### src/rtl/adcStartPkg.sv
package adcStartPkg;

  localparam int CNT_W  = 16;
  localparam int CODE_W = 3;

  typedef enum logic [1:0] {
    ST_IDLE  = 2'd0,
    ST_DELAY = 2'd1,
    ST_PULSE = 2'd2
  } genStateT;

  typedef struct packed {
    logic armDelay;
    logic tickDelay;
    logic startWidth;
    logic tickWidth;
    logic clearAll;
  } genStrobeT;

  // Irregular pulse length table, indexed by the width code
  function automatic logic [CNT_W-1:0] widthLookup(input logic [CODE_W-1:0] code);
    logic [CNT_W-1:0] len;
    case (code)
      3'd0:    len = CNT_W'(128);
      3'd1:    len = CNT_W'(256);
      3'd2:    len = CNT_W'(2040);
      3'd3:    len = CNT_W'(4080);
      3'd4:    len = CNT_W'(8160);
      3'd5:    len = CNT_W'(16320);
      3'd6:    len = CNT_W'(32000);
      default: len = CNT_W'(65520);
    endcase
    return len;
  endfunction

endpackage

### src/rtl/adcStartCtrl.sv
module adcStartCtrl
  import adcStartPkg::*;
(
  input  logic      clk,
  input  logic      rst,
  input  logic      offlineMode,
  input  logic      busyLevel,
  input  logic      autoBoot,
  input  logic      delayZero,
  input  logic      widthZero,
  output genStrobeT strobes,
  output logic      pulseOn
);

  genStateT state, stateNext;
  logic offPrev, busyPrev;
  logic fallSeen, accept;

  always_ff @(posedge clk) begin
    if (rst) begin
      offPrev  <= 1'b0;
      busyPrev <= 1'b0;
      state    <= ST_IDLE;
    end else begin
      offPrev  <= offlineMode;
      busyPrev <= busyLevel;
      state    <= stateNext;
    end
  end

  assign fallSeen = (offPrev && !offlineMode) || (busyPrev && !busyLevel);
  assign accept   = fallSeen && !offlineMode && !autoBoot;

  always_comb begin
    stateNext = state;
    strobes   = '0;
    strobes.clearAll = offlineMode;
    if (offlineMode) begin
      stateNext = ST_IDLE;
    end else begin
      case (state)
        ST_IDLE: begin
          if (accept) begin
            stateNext        = ST_DELAY;
            strobes.armDelay = 1'b1;
          end
        end
        ST_DELAY: begin
          if (delayZero) begin
            stateNext          = ST_PULSE;
            strobes.startWidth = 1'b1;
          end else begin
            strobes.tickDelay = 1'b1;
          end
        end
        ST_PULSE: begin
          if (widthZero) stateNext = ST_IDLE;
          else           strobes.tickWidth = 1'b1;
        end
        default: stateNext = ST_IDLE;
      endcase
    end
  end

  assign pulseOn = (state == ST_PULSE);

  // sampling the offline level always ends in idle
  a_r5_offline_idles: assert property (@(posedge clk) disable iff (rst)
    offlineMode |=> (state == ST_IDLE));

  // an idle controller never arms while auto-boot is strapped
  a_r4_autoboot_blocks: assert property (@(posedge clk) disable iff (rst)
    (state == ST_IDLE && autoBoot) |=> (state == ST_IDLE));

  // a running pulse is not cut short by a trigger
  a_r7_no_retrigger: assert property (@(posedge clk) disable iff (rst)
    (state == ST_PULSE && !offlineMode && !widthZero) |=> (state == ST_PULSE));

  // a pulse only begins out of an expired start delay
  a_r3_start_after_delay: assert property (@(posedge clk) disable iff (rst)
    $rose(pulseOn) |-> ($past(state) == ST_DELAY && $past(delayZero)));

endmodule

### src/rtl/adcStartData.sv
module adcStartData
  import adcStartPkg::*;
#(
  parameter int DELAY_CYC = 10
) (
  input  logic              clk,
  input  logic              rst,
  input  genStrobeT         strobes,
  input  logic [CODE_W-1:0] widthCode,
  output logic              delayZero,
  output logic              widthZero
);

  localparam int DLY_W = $clog2(DELAY_CYC + 1);

  logic [DLY_W-1:0] delayCnt;
  logic [CNT_W-1:0] widthCnt;

  always_ff @(posedge clk) begin
    if (rst || strobes.clearAll) begin
      delayCnt <= '0;
      widthCnt <= '0;
    end else begin
      if (strobes.armDelay)       delayCnt <= DLY_W'(DELAY_CYC - 1);
      else if (strobes.tickDelay) delayCnt <= delayCnt - DLY_W'(1);

      if (strobes.startWidth)     widthCnt <= widthLookup(widthCode) - CNT_W'(1);
      else if (strobes.tickWidth) widthCnt <= widthCnt - CNT_W'(1);
    end
  end

  assign delayZero = (delayCnt == '0);
  assign widthZero = (widthCnt == '0);

  // the width counter takes the table length of the code seen at start
  a_r9_width_load: assert property (@(posedge clk) disable iff (rst)
    (strobes.startWidth && !strobes.clearAll) |=>
      (widthCnt == widthLookup($past(widthCode)) - CNT_W'(1)));

  // the start delay counter never exceeds the delay span
  a_r3_delay_bound: assert property (@(posedge clk) disable iff (rst)
    delayCnt <= DLY_W'(DELAY_CYC - 1));

endmodule

### src/rtl/adcStartGen.sv
module adcStartGen
  import adcStartPkg::*;
#(
  parameter int DELAY_CYC = 10
) (
  input  logic              clk,
  input  logic              rst,
  input  logic              offlineMode,
  input  logic              busyLevel,
  input  logic              autoBoot,
  input  logic [CODE_W-1:0] widthCode,
  input  logic              polarityHigh,
  output logic              startPulse
);

  genStrobeT strobes;
  logic delayZero, widthZero, pulseOn;

  adcStartCtrl ctrl_i (
    .clk         (clk),
    .rst         (rst),
    .offlineMode (offlineMode),
    .busyLevel   (busyLevel),
    .autoBoot    (autoBoot),
    .delayZero   (delayZero),
    .widthZero   (widthZero),
    .strobes     (strobes),
    .pulseOn     (pulseOn)
  );

  adcStartData #(.DELAY_CYC(DELAY_CYC)) data_i (
    .clk       (clk),
    .rst       (rst),
    .strobes   (strobes),
    .widthCode (widthCode),
    .delayZero (delayZero),
    .widthZero (widthZero)
  );

  // polarity selects the active level
  assign startPulse = polarityHigh ? pulseOn : !pulseOn;

endmodule

### config.mk
export PLATFORM = sky130hd
export DESIGN_NAME = adcStartGen
export DESIGN_NICKNAME = d
export VERILOG_FILES = /design/src/rtl/adcStartPkg.sv /design/src/rtl/adcStartCtrl.sv /design/src/rtl/adcStartData.sv /design/src/rtl/adcStartGen.sv
export SDC_FILE = /design/constraint.sdc
export NUM_CORES = 1
export LEC_CHECK = 0
export ABC_AREA = 1
export BUFFER_PORTS_ARGS = -buffer_cell sky130_fd_sc_hd__buf_2
export CORE_MARGIN = 1
export CORE_UTILIZATION = 58
export CTS_BUF_LIST = sky130_fd_sc_hd__clkbuf_16
export CTS_CLUSTER_SIZE = 40
export DETAILED_ROUTE_END_ITERATION = 10
export GPL_TIMING_DRIVEN = 0
export PLACE_DENSITY_LB_ADDON = 0.25
export SYNTH_ARGS = -nofsm -noshare
export SYNTH_HDL_FRONTEND = slang
export SYNTH_SLANG_ARGS = --single-unit
### constraint.sdc
create_clock -name clk -period 3.9 [get_ports clk]
set_input_delay 0.195 -clock clk [delete_from_list [all_inputs] [get_ports clk]]
set_output_delay 0.195 -clock clk [all_outputs]
set_load 0.03 [all_outputs]
======== Yosys cells after proc, flatten, opt, wreduce, memory -nomap -nowiden ========
Cells that the tools add are included.
W data, S select, Z words.
word-level totals
  bits in registers ....................... 24
  bits in latches ......................... 0
  RAM bits ................................ 0
  ROM bits ................................ 0
  input port bits ......................... 9
  output and inout port bits .............. 1
  logic and storage cells ................. 59
  memories ................................ 0
operators by class
  add/sub/neg operators ................... 3
  $mul .................................... 0
  divide/modulo/power cells ............... 0
  $lt $le $gt $ge ......................... 0
  equality and inequality tests ........... 11
  shifts and indexed selects .............. 0
  multiplexer cells ....................... 20
  bitwise gates (word level) .............. 0
  reduce and logical (&&, ||, !) cells .... 19
operators by type and width
  cell                     count
  $pmux W16 S7             1
  $mux W16                 4
  $sub A16 B1 Y16 const B  2
  $logic_not A16 Y1        1
  $mux W4                  3
  $eq A3 B3 Y1 const B     3
  $mux W2                  4
  $mux W1                  7
  $eq A3 B2 Y1 const B     2
  $ne A2 B1 Y1 const B     3
  $pmux W2 S3              1
  $logic_and A1 B1 Y1      4
  $logic_not A1 Y1         4
  $logic_not A4 Y1         1
  $reduce_bool A2 Y1       2
  $reduce_or A2 Y1         2
  $sub A4 B1 Y4 const B    1
  $eq A3 B1 Y1 const B     1
  $logic_not A3 Y1         1
  $reduce_and A3 Y1        1
  $eq A2 B1 Y1 const B     1
  $eq A2 B2 Y1 const B     1
  $logic_not A2 Y1         1
  $logic_or A1 B1 Y1       2

======== Longest topological paths before layout ========
Gate-level depths: netlist (run 1).
  depth in word-level cells ............... 12
  mapped depth ............................ 18
  gate-level depth less buffers ........... 17

======== By module ========
Synthesis (run 1) repeated with hierarchy kept, for this count alone.
unflattened totals
  cell total of the unflattened synthesis .. 277
  area total of the unflattened synthesis .. 1754.2 um^2
modules (own cells, without submodules)
  module        instances  cells each  area an instance (um^2)  sequential area each (um^2)
  adcStartData  1          239         1512.7                   400.4
  adcStartCtrl  1          33          222.7                    80.1
  adcStartGen   1          5           18.8                     0.0

======== Worst setup path after synthesis (run 1) ========
Ideal clock, no wire load.
  path type ............................... reg-to-reg
  from .................................... reg data_i.delayCnt[0]
  to ...................................... reg data_i.widthCnt[14]
  setup time .............................. 0.117 ns
  arrival time ............................ 1.948 ns
  required time ........................... 3.783 ns
  setup slack ............................. 1.835 ns
  stages on the path, launching flop included .. 18
  path buffers ............................ 1
  period minus slack after synthesis ...... 2.065 ns
  cell sequence ........................... dfxtp_1 -> inv_1 -> ha_1 -> nand2_1 -> nor2_1 -> nand2_1 -> buf_2 -> nand2_1 -> ha_1 -> inv_1 -> nor2_1 -> nand2_1 -> nor2_1 -> nand3_1 -> nand2_1 -> nand2_1 -> nor2_1 -> nor2_1
between the ends
  cells in the longest elaborated chain, start to end .. 5
  elaborated cells on any way between the ends .. 6
  those cells by class .................... mux (4); reduce/logical (2)
RTL lines
  what                                            RTL line            text
  from (decl)                                     adcStartData.sv:16  logic [DLY_W-1:0] delayCnt;
  from (signal assigned)                          adcStartData.sv:24  if (strobes.armDelay) delayCnt <= DLY_W'(DELAY_CYC - 1);
  from (signal assigned)                          adcStartData.sv:25  else if (strobes.tickDelay) delayCnt <= delayCnt - DLY_W'(1);
  $logic_not A4 Y1 (*)                            adcStartData.sv:32  assign delayZero = (delayCnt == '0);
  $mux W1 (*)                                     adcStartCtrl.sv:49  if (delayZero) begin
  $mux W2 (*)                                     adcStartCtrl.sv:41  case (state)
  $mux W4 (*)                                     adcStartCtrl.sv:38  if (offlineMode) begin
  $mux W16 or $reduce_bool A2 Y1 (tied branches)  --
  to (signal assigned)                            adcStartData.sv:27  if (strobes.startWidth) widthCnt <= widthLookup(widthCode) - CNT_W'(1);
  to (signal assigned)                            adcStartData.sv:28  else if (strobes.tickWidth) widthCnt <= widthCnt - CNT_W'(1);
  to (decl)                                       adcStartData.sv:17  logic [CNT_W-1:0] widthCnt;
Every way passes the cells marked *; elsewhere a longest branch is shown, timed or not.
A chain may end at the register's enable or synchronous reset.

======== Worst setup path after layout (run 1) ========
Ends and elaborated chain as after synthesis.

==> load_flow_metrics.sql, run 1 <==
INSERT INTO impl_metrics (metric_group, metric, value, unit) VALUES
('clock_network', 'clock_insertion_delay_worst_skew', '0.26', 'ns'),
('route', 'dr_total_vias', '1724', ''),
('synthesis', 'ys.warnings.count', '0', ''),
('grt', 'grt_max_degree', '13', ''),
('route', 'firstDrtPassIters', '5', ''),
('critical_path', 'timing.setup.critical_path_class', 'register to register', ''),
('timing', 'finalHoldViolCount', '0', ''),
('clock_network', 'tritoncts.num_buffers', '3', ''),
('timing', 'post-route-min-period', '2.444', 'ns'),
('synthesis', 'synthDistinctLibCells', '27', ''),
('critical_path', 'worst-endpoint-required', '4.04', 'ns'),
('critical_path', 'timing.critical_path.slowest_stage_cell', 'sky130_fd_sc_hd__dfxtp_1', ''),
('critical_path', 'critPathArrivalTime', '2.59', 'ns'),
('timing', 'fin_setup_tns', '0', 'ns'),
('cells_and_area', 'utilization', '67.35', '%'),
('placement', 'buffer_ports.inserted', '8', ''),
('power', 'power.leakage', '0.001044', 'uW'),
('grt', 'gr-total-overflow', '0', ''),
('critical_path', 'critical_path.most_common_cell', 'sky130_fd_sc_hd__nand2_1', ''),
('cells_and_area', 'fillCellCount', '271', ''),
('die', 'floorplan.die_area', '3215', 'um^2'),
('synthesis', 'ys_ff_latch', '24', ''),
('route', 'per_cell_via_count_in_the_routed_design', '5.177', ''),
('timing', 'skew', '0.006452', 'ns'),
('timing', 'slew_viol_final', '0', ''),
('die', 'core_area', '2805', 'um^2'),
('route', 'wl_per_cell', '11.70', 'um'),
('critical_path', 'critPathMaxFanout', '10', ''),
('placement', 'place_congestion', '0.9418', ''),
('clock_network', 'root_buffer', 'sky130_fd_sc_hd__clkbuf_16', ''),
('clock_network', 'cts_tree', 'built', ''),
('job', 'timing.max_cap.violations', '0', ''),
('die', 'initial_utilization', '61.86', '%'),
('synthesis', 'synth.avg_cell_area', '5.964', 'um^2'),
('timing', 'worst_max_slew_pin_slew', '0.5139', 'ns'),
('route', 'ant_nets', '0', ''),
('grt', 'grt_total_usage', '26.24', '%'),
('clock_network', 'cts_sink_count', '24', ''),
('cells_and_area', 'multi_input_logic_area', '1059', 'um^2'),
('placement', 'dp_hpwl', '2974', 'um'),
('timing', 'maxSlewHeadroom', '65.74', '%'),
('timing', 'layout_worst_path_cycle_share', '62.65', '%'),
('route', 'detail_route.wirelength', '3897', 'um'),
('critical_path', 'critPathTopFamily', 'simple AND/OR/NAND/NOR gates', ''),
('power', 'finalPower', '522.8', 'uW'),
('clock_network', 'clock_path_buffers', '2', ''),
('cells_and_area', 'final_layout_size_suffix_gt1_share', '13.91', '%'),
('critical_path', 'crit_path_max_incr_delay', '0.30', 'ns'),
('timing', 'max_freq', '409.2', 'MHz'),
('timing', 'grt_setup_unrepaired', 'false', ''),
('critical_path', 'crit_path_cell_trace', 'inv_1 -> ha_1 -> nand2_1 -> nor2_1 -> nand2_1 -> buf_2 -> nand2_1 -> ha_1 -> inv_1 -> nor2_1 -> nand2_1 -> nor2_1 -> nand3_1 -> nand2_1 -> nand2_1 -> nor2_1 -> nor2_1', ''),
('die', 'die_w', '56.70', 'um'),
('status', 'status', 'finished, final reports clean', ''),
('power', 'ir_drop', '0.0003748', 'V'),
('cells_and_area', 'regArea', '480.5', 'um^2'),
('route', 'drc_violations_left', '0', ''),
('clock_network', 'cts.repair.resized', '0', ''),
('synthesis', 'syn-num-nets', '303', ''),
('critical_path', 'end_kind', 'register', ''),
('grt', 'wire_length_of_the_first_global_routing_pass', '6534', 'um'),
('synthesis', 'synth_cells', '291', ''),
('cells_and_area', 'layout.nets', '316', ''),
('power', 'power_density', '276.7', 'nW/um^2'),
('die', 'pin_count', '10', ''),
('synthesis', 'synth.top_cell.area_share', '27.69', '%'),
('die', 'row_count', '19', ''),
('clock_network', 'clk_pin_slew', '0.06', 'ns'),
('grt', 'antenna_found_initial', '0', ''),
('synthesis', 'post_synth_instance_area', '1735', 'um^2'),
('synthesis', 'synthDominantAreaCellType', 'sky130_fd_sc_hd__dfxtp_1', ''),
('clock_network', 'hold_buffers', '0', '');
layout make-up:
type	count	share of cell area [%]
Sequential cell	24	25.43
Clock buffer	3	3.974
Inverter	40	7.947
Timing Repair Buffer	8	2.119
Tap cell	31	2.053
Multi-Input combinational cell	220	56.03
Buffer	7	2.450
per-stage QoR:
| stage | cell area, um^2 | setup WS [ns] | hold WS [ns] | std cells |
|---|---|---|---|---|
| after floorplan | 1735 | 1.835 | 0.2674 | 291 |
| after global placement | 1814 | 1.479 | 0.3865 | 330 |
| after detailed placement | 1814 | 1.486 | 0.3874 | 330 |
| after global routing | 1889 | 1.234 | 0.1251 | 333 |
| final | 1889 | 1.456 | 0.1194 | 333 |
| after CTS | 1889 | 1.454 | 0.1189 | 333 |
layout by cell type, fill, tap and decap left out, types with 3 or more instances in the layout:
cell                        count
sky130_fd_sc_hd__nor2_4         4
sky130_fd_sc_hd__xor2_1         3
sky130_fd_sc_hd__nand2_1       82
sky130_fd_sc_hd__nand3_1       29
sky130_fd_sc_hd__o21ai_1        4
sky130_fd_sc_hd__o21ai_0       12
sky130_fd_sc_hd__ha_1           3
sky130_fd_sc_hd__inv_1         36
sky130_fd_sc_hd__inv_2          4
sky130_fd_sc_hd__clkbuf_16      3
sky130_fd_sc_hd__nor3_1         6
sky130_fd_sc_hd__a21oi_1       11
sky130_fd_sc_hd__nor2_2         5
sky130_fd_sc_hd__dfxtp_1       24
sky130_fd_sc_hd__nor2_1        41
sky130_fd_sc_hd__nand2_2        7
sky130_fd_sc_hd__buf_2         12
sky130_fd_sc_hd__o211ai_1       3
layer usage:
layer	track usage, %	up-vias	share of wire, %
li1	-	937	-
met4	5.000	0	0.49
met5	0	-	0
met1	36.43	755	48
met3	4.147	2	4.5
met2	42.86	30	46
flip-flops by register name (all words and copies together) (netlist names):
name and cells:
data_i.widthCnt 16, data_i.delayCnt 4, ctrl_i.state 2, ctrl_i.busyPrev 1, ctrl_i.offPrev 1
logic make-up after synthesis:
family / share of synthesized area (%)
fa+ha+maj: 2.163
xor+xnor: 2.019
flops: 27.69
buf+inv: 11.32
simple gates: 46.50
compound gates: 10.31
worst reg2reg max path, cell delays in order (launching register included):
cell and delay (ns):
sky130_fd_sc_hd__dfxtp_1 0.30, sky130_fd_sc_hd__inv_1 0.08, sky130_fd_sc_hd__ha_1 0.19, sky130_fd_sc_hd__nand2_1 0.06
sky130_fd_sc_hd__nor2_1 0.13, sky130_fd_sc_hd__nand2_1 0.12, sky130_fd_sc_hd__buf_2 0.21, sky130_fd_sc_hd__nand2_1 0.14
sky130_fd_sc_hd__ha_1 0.20, sky130_fd_sc_hd__inv_1 0.05, sky130_fd_sc_hd__nor2_1 0.14, sky130_fd_sc_hd__nand2_1 0.10
sky130_fd_sc_hd__nor2_1 0.23, sky130_fd_sc_hd__nand3_1 0.13, sky130_fd_sc_hd__nand2_1 0.07, sky130_fd_sc_hd__nand2_1 0.04
sky130_fd_sc_hd__nor2_1 0.10, sky130_fd_sc_hd__nor2_1 0.04
Yosys cell counts (all sizes together):
master	n
nor2	50
buf	6
nand2	90
nor3	6
nor4	2
inv	40
nand4	1
clkbuf	1
nand3	29
o211ai	3
nand3b	1
or2	2
o21ai	16
xnor2	1
o31ai	1
dfxtp	24
a21oi	12
xor2	3
ha	3
final timing paths:
| check | from | endpoint | slack [ns] | cells after the start |
|---|---|---|---|---|
| worst min-delay path | rst | ctrl_i.busyPrev | 0.12 | 2 |
| worst max-delay path | data_i.delayCnt[0] | data_i.widthCnt[14] | 1.46 | 17 |
| worst max register to register | data_i.delayCnt[0] | data_i.widthCnt[14] | 1.46 | 17 |
| worst min register to register | data_i.delayCnt[1] | data_i.delayCnt[1] | 0.49 | 2 |
power by group:
part	internal (uW)	switching [uW]	leakage [uW]
registers	247	1.16	0.000194
logic	18.7	36.5	0.000813
clock network	136	83.4	0.0000370
(Power assumes the default switching activity.)
==> inputs of run 2 (changes only) <==
==> constraint.sdc (replaced) <==
create_clock -name clk -period 2.4 [get_ports clk]
set_input_delay 0.12 -clock clk [delete_from_list [all_inputs] [get_ports clk]]
set_output_delay 0.12 -clock clk [all_outputs]
set_load 0.03 [all_outputs]
==> run 2 against run 1 <==
Die area unchanged. Core utilization grew 0.94 points. Sequential power is 62% higher. Critical endpoint unchanged. Wire length grew 0.85%. Combinational power rose by 64%.
==> load_flow_metrics.sql, run 2 (synthesis gave the netlist of run 1 again) <==
INSERT INTO impl_metrics (metric_group, metric, value, unit) VALUES
('cells_and_area', 'number_of_flip_flops_under_the_largest_register_name', '16', ''),
('cells_and_area', 'layout.nets', '316', ''),
('clock_network', 'root_buffer', 'sky130_fd_sc_hd__clkbuf_16', ''),
('cells_and_area', 'commonest_non_fill_non_tap_cell_in_the_layout', 'sky130_fd_sc_hd__nand2_1', ''),
('grt', 'gr-total-overflow', '0', ''),
('power', 'power_density', '444.7', 'nW/um^2'),
('cells_and_area', 'top_register', 'data_i.widthCnt', ''),
('die', 'die_w', '56.70', 'um'),
('cells_and_area', 'fillCellCount', '272', ''),
('placement', 'pre_cts_slack', '-0.01406', 'ns'),
('clock_network', 'tritoncts.num_buffers', '3', ''),
('route', 'firstDrtPassIters', '5', ''),
('die', 'core_area', '2805', 'um^2'),
('timing', 'layout_worst_path_cycle_share', '92.38', '%'),
('grt', 'grt_total_usage', '26.24', '%'),
('timing', 'post-route-min-period', '2.217', 'ns'),
('grt', 'wire_length_of_the_first_global_routing_pass', '6534', 'um'),
('critical_path', 'critPathMaxFanout', '10', ''),
('clock_network', 'cts_post_setup_buffers_inserted', '0', ''),
('grt', 'grt_max_degree', '13', ''),
('timing', 'layout_setup_ws', '0.1830', 'ns'),
('route', 'initialDrtViolationCount', '125', ''),
('clock_network', 'hold_buffers', '0', ''),
('route', 'detail_route.wirelength', '3930', 'um'),
('die', 'die_h', '56.70', 'um'),
('status', 'status', 'finished, final reports clean', ''),
('route', 'dr_total_vias', '1739', ''),
('timing', 'skew', '0.006094', 'ns'),
('placement', 'place_congestion', '0.9418', ''),
('clock_network', 'clock_path_buffers', '2', ''),
('clock_network', 'htreeDepth', '1', ''),
('cells_and_area', 'final_cell_mix', '79 x sky130_fd_sc_hd__nand2_1, 38 x sky130_fd_sc_hd__nor2_1, 35 x sky130_fd_sc_hd__inv_1', ''),
('route', 'wl_per_cell', '11.80', 'um'),
('critical_path', 'end_kind', 'register', ''),
('placement', 'buffer_ports.inserted', '8', ''),
('job', 'timing.max_cap.violations', '0', ''),
('critical_path', 'worst-endpoint-required', '2.59', 'ns'),
('timing', 'max_freq', '451.1', 'MHz'),
('route', 'per_cell_via_count_in_the_routed_design', '5.222', ''),
('cells_and_area', 'multi_input_logic_area', '1079', 'um^2'),
('die', 'pin_count', '10', ''),
('timing', 'worst_max_slew_pin_slew', '0.4967', 'ns'),
('die', 'floorplan.die_area', '3215', 'um^2'),
('placement', 'dp_hpwl', '2974', 'um'),
('critical_path', 'critPathArrivalTime', '2.41', 'ns'),
('route', 'ant_nets', '0', ''),
('placement', 'place_inst', '330', ''),
('route', 'drc_violations_left', '0', ''),
('timing', 'finalHoldViolCount', '0', ''),
('critical_path', 'crit_path_start_kind', 'register', ''),
('clock_network', 'clock_insertion_delay_worst_skew', '0.26', 'ns'),
('cells_and_area', 'final-instance-count-excl-fill', '333', ''),
('timing', 'final-setup-viol-count', '0', ''),
('timing', 'slew_viol_final', '0', ''),
('hold_path', 'worst_hold_path_type', 'input pin to register', ''),
('critical_path', 'timing.setup.critical_path_class', 'register to register', ''),
('die', 'row_count', '19', ''),
('clock_network', 'clk_pin_slew', '0.06', 'ns'),
('grt', 'antenna_found_initial', '0', ''),
('clock_network', 'cts_sink_count', '24', ''),
('cells_and_area', 'diodes', '0', ''),
('grt', 'grt_pass1_vias', '1443', ''),
('cells_and_area', 'area_added_between_synthesis_and_finish', '10.38', '%'),
('power', 'power.leakage', '0.001049', 'uW'),
('die', 'initial_utilization', '61.86', '%'),
('timing', 'maxSlewHeadroom', '66.89', '%'),
('cells_and_area', 'regArea', '480.5', 'um^2'),
('power', 'ir_drop', '0.0006091', 'V'),
('clock_network', 'cts_tree', 'built', ''),
('cells_and_area', 'top_regs', 'data_i.widthCnt: 16 flops, data_i.delayCnt: 4 flops, ctrl_i.state: 2 flops', ''),
('cells_and_area', 'final_layout_size_suffix_gt1_share', '16.89', '%');
[run 2: cell counts in the layout (fill, tap and decap cells not counted)]
No cell type changed its count.
[run 2: per-layer routing]
metal | share of wire, % | track usage [%]
met4 | 0.71 | 5.000
met2 | 46 | 42.86
met3 | 5.2 | 4.147
met5 | 0 | 0
met1 | 48 | 36.43
[run 2: final timing paths]
kind                       from                  end  slack (ns)  depth (start not counted)
min                         rst      ctrl_i.busyPrev        0.04                          2
max reg2reg  data_i.delayCnt[1]  data_i.widthCnt[14]        0.18                         18
min reg2reg  data_i.delayCnt[1]   data_i.delayCnt[1]        0.49                          2
max          data_i.delayCnt[1]  data_i.widthCnt[14]        0.18                         18
[run 2: what timing repair did]
item | CTS | global route
endpoints found under the setup margin | 1 | 5
pin swaps | 1 | 3
gates resized for setup | 1 | 11
[run 2: stage by stage]
stage | cell area [um^2] | TNS (ns) | utilization, % | hold WS (ns) | total power [uW]
6_report | 1916 | 0 | 68.29 | 0.04323 | 851.9
5_1_grt | 1916 | -0.03009 | 68.29 | 0.04991 | 886.7
4_1_cts | 1892 | 0 | 67.44 | 0.04390 | 852.9
3_5_place_dp | 1814 | -0.01406 | 64.67 | 0.3124 | 501.7
3_3_place_gp | 1814 | -0.02078 | 64.67 | 0.3115 | 500.8
2_1_floorplan | 1735 | 0 | - | 0.1924 | 476.5
[run 2: worst max-delay path: stages (launching register included)]
cell and delay, ns:
sky130_fd_sc_hd__dfxtp_1 0.32, sky130_fd_sc_hd__inv_1 0.08, sky130_fd_sc_hd__ha_2 0.19, sky130_fd_sc_hd__nand2_1 0.06, sky130_fd_sc_hd__nor2_2 0.11, sky130_fd_sc_hd__nand2_2 0.10, sky130_fd_sc_hd__buf_6 0.15, sky130_fd_sc_hd__nand2_2 0.08
sky130_fd_sc_hd__ha_2 0.19, sky130_fd_sc_hd__inv_1 0.05, sky130_fd_sc_hd__nor2_2 0.13, sky130_fd_sc_hd__nand2_2 0.09, sky130_fd_sc_hd__inv_1 0.09, sky130_fd_sc_hd__nand2_2 0.09, sky130_fd_sc_hd__nor2_4 0.14, sky130_fd_sc_hd__nand3_1 0.08
sky130_fd_sc_hd__nor2_1 0.09, sky130_fd_sc_hd__nor2_1 0.04, sky130_fd_sc_hd__nor2_1 0.06
[run 2: area by class of cell]
| cell class | instances | share of cell area (%) |
|---|---|---|
| plain buffers | 7 | 2.743 |
| clock buffers | 3 | 3.919 |
| inverters | 40 | 7.838 |
| multi-input cells | 220 | 56.30 |
| flip-flops and latches | 24 | 25.08 |
| well taps | 31 | 2.025 |
| repair buffers | 8 | 2.090 |
[run 2: report_power, final]
part	internal (uW)	switching, uW	leakage, uW	total (uW)
Combinational	31.0	59.8	0.000819	90.8
Sequential	402	1.93	0.000194	404
Clock	220	137	0.0000370	357
